## config.mk

```make
export PLATFORM = sky130hd
export DESIGN_NAME = vid_recirc_addr
export DESIGN_NICKNAME = d
export VERILOG_FILES = /design/src/rtl/vra_pkg.sv /design/src/rtl/vra_page_ctr.sv /design/src/rtl/vra_upper_ctr.sv /design/src/rtl/vra_row_latch.sv /design/src/rtl/vid_recirc_addr.sv
export SDC_FILE = /design/constraint.sdc
export NUM_CORES = 1
export LEC_CHECK = 0
export BUFFER_PORTS_ARGS = -buffer_cell sky130_fd_sc_hd__buf_4
export CAP_MARGIN = 20
export CORE_UTILIZATION = 55
export CTS_CLUSTER_DIAMETER = 100
export DETAILED_ROUTE_END_ITERATION = 8
export GPL_ROUTABILITY_DRIVEN = 0
export PLACE_DENSITY = 0.79
export SKIP_LAST_GASP = 1
export SYNTH_ARGS = -nofsm -noshare
export SYNTH_HDL_FRONTEND = slang
export SYNTH_SLANG_ARGS = --single-unit
```

## constraint.sdc

```tcl
create_clock -name clk -period 3.75 [get_ports clk]
set_input_delay 0.375 -clock clk [delete_from_list [all_inputs] [get_ports clk]]
set_output_delay 0.375 -clock clk [all_outputs]
set_load 0.01 [all_outputs]
```

## src/rtl/vra_pkg.sv

```systemverilog
package vra_pkg;

    typedef enum logic [1:0] {
        CMD_HOLD  = 2'd0,
        CMD_STEP  = 2'd1,
        CMD_LOAD  = 2'd2,
        CMD_CLEAR = 2'd3
    } vra_cmd_e;

endpackage

```

## src/rtl/vra_page_ctr.sv

```systemverilog
module vra_page_ctr
    import vra_pkg::*;
#(
    parameter int PB = 3
) (
    input  logic          clk,
    input  logic          rst_n,
    input  vra_cmd_e      cmd,
    output logic [PB-1:0] lo_q,
    output logic          carry
);

    typedef struct packed {
        logic [PB-1:0] lo;
    } page_st_t;

    page_st_t st_d, st_q;

    always_comb begin
        st_d = st_q;
        case (cmd)
            CMD_CLEAR, CMD_LOAD: st_d.lo = '0;
            CMD_STEP:            st_d.lo = st_q.lo + 1'b1;
            default:             st_d    = st_q;
        endcase
    end

    always_ff @(posedge clk or negedge rst_n) begin
        if (!rst_n) st_q <= '0;
        else        st_q <= st_d;
    end

    assign lo_q  = st_q.lo;
    assign carry = (cmd == CMD_STEP) && (&st_q.lo);

    // a rollover leaves the page bits at zero
    p_page_wrap_r6: assert property (@(posedge clk) disable iff (!rst_n)
        carry |=> (lo_q == '0));

    // a step without rollover adds one to the page bits
    p_page_step_r3: assert property (@(posedge clk) disable iff (!rst_n)
        (cmd == CMD_STEP && !carry) |=> (lo_q == $past(lo_q) + 1'b1));

endmodule

```

## src/rtl/vra_upper_ctr.sv

```systemverilog
module vra_upper_ctr
    import vra_pkg::*;
#(
    parameter int UW = 8
) (
    input  logic          clk,
    input  logic          rst_n,
    input  vra_cmd_e      cmd,
    input  logic          carry,
    input  logic [UW-1:0] load_val,
    output logic [UW-1:0] up_q
);

    typedef struct packed {
        logic [UW-1:0] up;
    } upper_st_t;

    upper_st_t st_d, st_q;

    always_comb begin
        st_d = st_q;
        case (cmd)
            CMD_CLEAR: st_d.up = '0;
            CMD_LOAD:  st_d.up = load_val;
            CMD_STEP:  if (carry) st_d.up = st_q.up + 1'b1;
            default:   st_d    = st_q;
        endcase
    end

    always_ff @(posedge clk or negedge rst_n) begin
        if (!rst_n) st_q <= '0;
        else        st_q <= st_d;
    end

    assign up_q = st_q.up;

    // upper bits move only on a page rollover while stepping
    p_up_needs_carry_r6: assert property (@(posedge clk) disable iff (!rst_n)
        (cmd == CMD_STEP && !carry) |=> $stable(up_q));

    // no command means no change
    p_up_hold_r4: assert property (@(posedge clk) disable iff (!rst_n)
        (cmd == CMD_HOLD) |=> $stable(up_q));

endmodule

```

## src/rtl/vra_row_latch.sv

```systemverilog
module vra_row_latch #(
    parameter int UW        = 8,
    parameter int SCAN_W    = 3,
    parameter int LAST_SCAN = 7,
    parameter int END_UP    = 125
) (
    input  logic              clk,
    input  logic              rst_n,
    input  logic              frame_start,
    input  logic              active_en,
    input  logic [SCAN_W-1:0] scan_idx,
    input  logic [UW-1:0]     up_in,
    output logic [UW-1:0]     latch_q
);

    localparam logic [SCAN_W-1:0] LAST_IDX = SCAN_W'(LAST_SCAN);
    localparam logic [UW-1:0]     END_VAL  = UW'(END_UP);

    typedef struct packed {
        logic          act;
        logic [UW-1:0] base;
    } latch_st_t;

    latch_st_t st_d, st_q;
    logic      row_end;

    assign row_end = st_q.act && !active_en && (scan_idx == LAST_IDX);

    always_comb begin
        st_d     = st_q;
        st_d.act = active_en;
        if (frame_start) begin
            st_d.act  = 1'b0;
            st_d.base = '0;
        end else if (row_end) begin
            st_d.base = (up_in == END_VAL) ? '0 : up_in;
        end
    end

    always_ff @(posedge clk or negedge rst_n) begin
        if (!rst_n) st_q <= '0;
        else        st_q <= st_d;
    end

    assign latch_q = st_q.base;

    // outside a row end the latch keeps the row start
    p_latch_keep_r5: assert property (@(posedge clk) disable iff (!rst_n)
        (!frame_start && !row_end) |=> $stable(latch_q));

    // capturing the screen end address wraps to zero
    p_latch_wrap_r8: assert property (@(posedge clk) disable iff (!rst_n)
        (!frame_start && row_end && up_in == END_VAL) |=> (latch_q == '0));

    // frame start clears the latch
    p_latch_clear_r2: assert property (@(posedge clk) disable iff (!rst_n)
        frame_start |=> (latch_q == '0));

endmodule

```

## src/rtl/vid_recirc_addr.sv

```systemverilog
module vid_recirc_addr
    import vra_pkg::*;
#(
    parameter bit WIDE      = 1'b0,
    parameter int ADDR_W    = 11,
    parameter int ROW_LINES = 8,
    parameter int ROWS      = 25,
    parameter int SCAN_W    = (ROW_LINES > 1) ? $clog2(ROW_LINES) : 1
) (
    input  logic              clk,
    input  logic              rst_n,
    input  logic              frame_start,
    input  logic              line_start,
    input  logic              active_en,
    input  logic [SCAN_W-1:0] scan_idx,
    output logic [ADDR_W-1:0] char_addr
);

    localparam int PB     = WIDE ? 4 : 3;
    localparam int COLS   = WIDE ? 80 : 40;
    localparam int UW     = ADDR_W - PB;
    localparam int END_UP = (ROWS * COLS) >> PB;

    vra_cmd_e      cmd;
    logic [PB-1:0] lo_q;
    logic [UW-1:0] up_q;
    logic [UW-1:0] latch_q;
    logic          carry;

    always_comb begin
        if (frame_start)     cmd = CMD_CLEAR;
        else if (line_start) cmd = CMD_LOAD;
        else if (active_en)  cmd = CMD_STEP;
        else                 cmd = CMD_HOLD;
    end

    vra_page_ctr #(.PB(PB)) u_page (
        .clk   (clk),
        .rst_n (rst_n),
        .cmd   (cmd),
        .lo_q  (lo_q),
        .carry (carry)
    );

    vra_upper_ctr #(.UW(UW)) u_upper (
        .clk      (clk),
        .rst_n    (rst_n),
        .cmd      (cmd),
        .carry    (carry),
        .load_val (latch_q),
        .up_q     (up_q)
    );

    vra_row_latch #(
        .UW        (UW),
        .SCAN_W    (SCAN_W),
        .LAST_SCAN (ROW_LINES - 1),
        .END_UP    (END_UP)
    ) u_latch (
        .clk         (clk),
        .rst_n       (rst_n),
        .frame_start (frame_start),
        .active_en   (active_en),
        .scan_idx    (scan_idx),
        .up_in       (up_q),
        .latch_q     (latch_q)
    );

    assign char_addr = {up_q, lo_q};

    // frame start yields address zero
    p_frame_clear_r2: assert property (@(posedge clk) disable iff (!rst_n)
        frame_start |=> (char_addr == '0));

    // one increment per active cycle
    p_step_one_r3: assert property (@(posedge clk) disable iff (!rst_n)
        (active_en && !line_start && !frame_start)
        |=> (char_addr == ADDR_W'($past(char_addr) + 1'b1)));

    // address holds during blanking
    p_blank_hold_r4: assert property (@(posedge clk) disable iff (!rst_n)
        (!active_en && !line_start && !frame_start) |=> $stable(char_addr));

    // reload from latch, page bits zero, regardless of active_en
    p_reload_r5: assert property (@(posedge clk) disable iff (!rst_n)
        (line_start && !frame_start)
        |=> (char_addr[PB-1:0] == '0 && char_addr[ADDR_W-1:PB] == $past(latch_q)));

endmodule

```

==> impl_summary.txt <==
----------------------------------------------------
[Outcome]
  Result of the run ... finished clean

[STA]
  Final number of setup-violating endpoints ... 0
  Period utilization ... 48.82%
  Max Slew Vio Count ... 0
  Final setup TNS ... 0 ns
  RSZ-0062 raised after global routing ... no
  Final hold viol count ... 0
  Worst slew margin relative to its limit ... between 60% and 70%
  Clock period minus worst slack ... about 1.8 ns
  Worst Max-Slew Pin Slew ... 0.5716 ns
  Timing-limited maximum frequency ... 546.3 MHz
  Post-Route Skew ... 0.007445 ns

[Finish]
  Relative area change from synthesis to final layout ... 19.52%
  Fill cell instance count of the final layout ... roughly 140
  Core utilization of the finished layout ... between 70% and 80%
  Layout net count ... 145
  Area of all sequential standard cells ... roughly 500 µm²
  Top library cells by usage in the layout, fill and taps aside ... dfrtp_1 (20), buf_4 (18), nand2_1 (15)
  Total area of multi-input combinational cells ... about 550 µm²
  ANT cells ... 0
  Fraction of layout cells with a size suffix above 1 ... 21.09%
  Final std cells w/o fill ... 153
  Most common cell after layout, fill and taps aside ... dfrtp_1
  Post-layout instance area ... 1310 µm²

[Place]
  Cell count after placement ... about 150
  Area after detailed placement ... approximately 1200 µm²
  Sum of net half-perimeters after detailed placement ... 1623 µm
  Total of buffers placed on input and output ports ... 18

[CTS]
  Number of clock sinks ... 20
  CTS Hold Buffers Added ... 1
  Clock transition time at the flip-flop clock pins of the worst setup and hold paths ... between 0.1 and 0.15 ns
  TritonCTS clock tree ... yes
  Total number of H-tree levels ... 1
  Clock root buffer ... clkbuf_4
  Number of buffers added by the clock tree synthesis step ... 3
  Clock buffer depth ... 2
  Clk_lat worst skew ... 0.32 ns
  CTS resizes ... 0
  Setup repair bufs after CTS ... 0

[Critical path]
  Highest-delay cell along the critical path ... ha_1
  Critical register-to-register path endpoint ... u_upper.up_q[7]
  CP arrival ... 2.00 ns
  Crit Path Class ... primary input to flip-flop
  Critical register-to-register path startpoint ... u_page.lo_q[0]
  Worst EP required ... a little under 4 ns
  Family with the most delay on the worst path ... compound AO/OA/AOI/OAI gates
  Slack of the worst reg-to-reg path ... 2.01 ns
  Critical-path maximum fanout ... 9
  Worst stage delay on the critical path ... just over 0.3 ns
  Type of origin of the critical path ... primary input
  Count of cells along the worst register-to-register path ... 6
  Buffer and inverter count on the worst path ... 2
  Critical Path Sink Type ... flip-flop
  Worst-path cell chain ... buf_4, a21oi_1, inv_1, ha_1, nor2b_4, or2_4, o21ai_0, o311ai_0

[Route]
  Antenna-violating nets left ... 0
  Per-cell routed wire length ... 15.18 µm
  DRC violation count after routing ... 0
  Total vias in the final route ... 937
  First drt pass iteration count ... 4
  DRC violation total after the first TritonRoute iteration ... 32
  Post-detailed-route via-to-cell ratio ... 6.124
  Final wirelength ... 2323 µm

[Global route]
  Most Used Layer, Global Route ... met2
  Met1 layer usage reported by global route ... 33.41%
  Overflow left after global routing ... 0
  Met2 layer usage reported by global route ... 38.89%
  GR Util All Layers ... 26.64%
  Via count of the first global-routing pass ... a little under 900
  Global-route wire length before repair ... just under 4000 µm
  Number of antenna violations at the first check in global routing ... 0
  Largest net degree at the start of global routing ... 21
  Met3 track demand over resource in global routing ... 3.922%

[Yosys]
  Sequential-to-total area share from yosys stat ... about 46%
  FF+latch count, synth ... 20
  Netlist area before placement ... 1096 µm²
  Number of library cell types mapped by synthesis ... 33
  Net count of the mapped netlist ... 123
  Number of standard cells after synthesis ... 107
  Mean cell area of the mapped netlist ... 10.24 µm²
  Number of warnings issued by yosys ... 0

[Floorplan]
  Placeable core region ... approximately 1800 µm²
  Row count ... 15
  Die Ht ... 46.64 µm
  Die Outline Area ... 2175 µm²
  Initial cell density of the core ... between 60% and 70%
  Number of top-level design ports ... 19
  Die width ... 46.64 µm

[Worst hold path]
  Min-Delay Path Depth ... 2
  Capture endpoint of the worst hold path ... u_latch.st_q[8]
  Launch point of the worst hold path ... frame_start
  Hold/Removal Path Class ... primary input to flip-flop

[Job]
  Max-capacitance violation count ... 0

[Power]
  Leakage power figure ... between 0.0006 and 0.0007 µW
  Worst vdd rail ir drop ... 0.2644 mV
  Power per cell area ... 337.3 nW/µm²

----------------------------------------------------
[per-layer routing]
metal  vias up  part of all wire (%)
met1       445                    43
li1        436                     -
met5         -                     0
met4         0                   3.7
met2        48                    47
met3         8                   6.4
[synth_stat cells]
master    instances  area share (%)
a211oi_4          1             1.8
a21oi_1           1            0.46
a221o_1           1            0.91
a222oi_1          1            0.91
a22o_1            7             5.6
a22oi_1           1            0.69
a31oi_1           3             1.7
a32oi_1           1            0.80
and2_1            1            0.57
and3_1            2             1.1
and4b_2           1             1.0
and4bb_4          1             1.5
buf_6             1             1.0
clkbuf_1          1            0.34
dfrtp_1          20              46
ha_1              8             9.1
inv_1             8             2.7
mux2i_1           1            0.91
nand2_1          15             5.1
nand3_1           3             1.4
nand4_1           1            0.57
nand4b_1          2             1.6
nor2_1            5             1.7
nor2b_1           2             1.1
nor2b_4           1             1.3
nor3_1            1            0.46
o211ai_1          1            0.69
o21ai_0           8             3.7
o22ai_1           2             1.1
o311ai_0          3             2.4
or2_1             1            0.57
or2_4             1            0.80
or3_1             1            0.57
[final cells by class]
cell class | count | area share (%)
clock buffer | 3 | 1.719
clock inverter | 1 | 2.292
inverter | 8 | 2.292
multi-input combinational | 77 | 42.02
sequential | 20 | 38.20
tap | 25 | 2.388
timing repair buffer | 19 | 11.08
[how the worst max path moves through the flow]
stage                           start               to  slack, ns  cells after the start
after floorplan            line_start  u_upper.up_q[7]       1.83                      9
after global placement    frame_start  u_upper.up_q[7]       1.65                      8
after detailed placement  frame_start  u_upper.up_q[7]       1.58                      8
after CTS                 frame_start  u_upper.up_q[5]       1.91                      8
after global routing      frame_start  u_upper.up_q[5]       1.75                      8
final                     frame_start  u_upper.up_q[5]       1.92                      8
[cell families (layout without fill, tap and decap cells)]
group	count (synthesis)	count (layout)	share of synthesized area [%]
and+or+nand+nor	38	38	19.41
AOI/OAI and AO/OA	30	30	20.78
DFF	20	20	45.66
buffers and inverters	10	31	4.109
adders and majority gates	8	8	9.133
muxes	1	1	0.9133
[through the flow]
stage	power (µW)	hold slack, ns	setup slack, ns
2_1_floorplan	245.9	0.07941	1.834
3_3_place_gp	262.7	0.2630	1.649
3_5_place_dp	263.8	0.2677	1.580
4_1_cts	445.1	0.2584	1.911
5_1_grt	456.7	0.2692	1.746
6_report	441.9	0.2642	1.919
[where the power goes]
part	total, µW	internal [µW]	switching (µW)
clock	181	108	73.0
combinational	40.5	16.9	23.6
sequential	220	218	2.48
total	442	343	99.1
[worst reg2reg max path: stages, from the launching register on]
cell and delay, ns:
dfrtp_1 0.43, ha_1 0.21, ha_1 0.22, nor2b_4 0.15
and4bb_4 0.26, a222oi_1 0.27, nand2_1 0.08
[state kept, by name, indices dropped and copies added (netlist names)]
| signal | flops |
|---|---|
| u_latch.st_q | 1 |
| u_page.lo_q | 3 |
| u_latch.latch_q | 8 |
| u_upper.up_q | 8 |
Power figures use the tool's default switching activity.
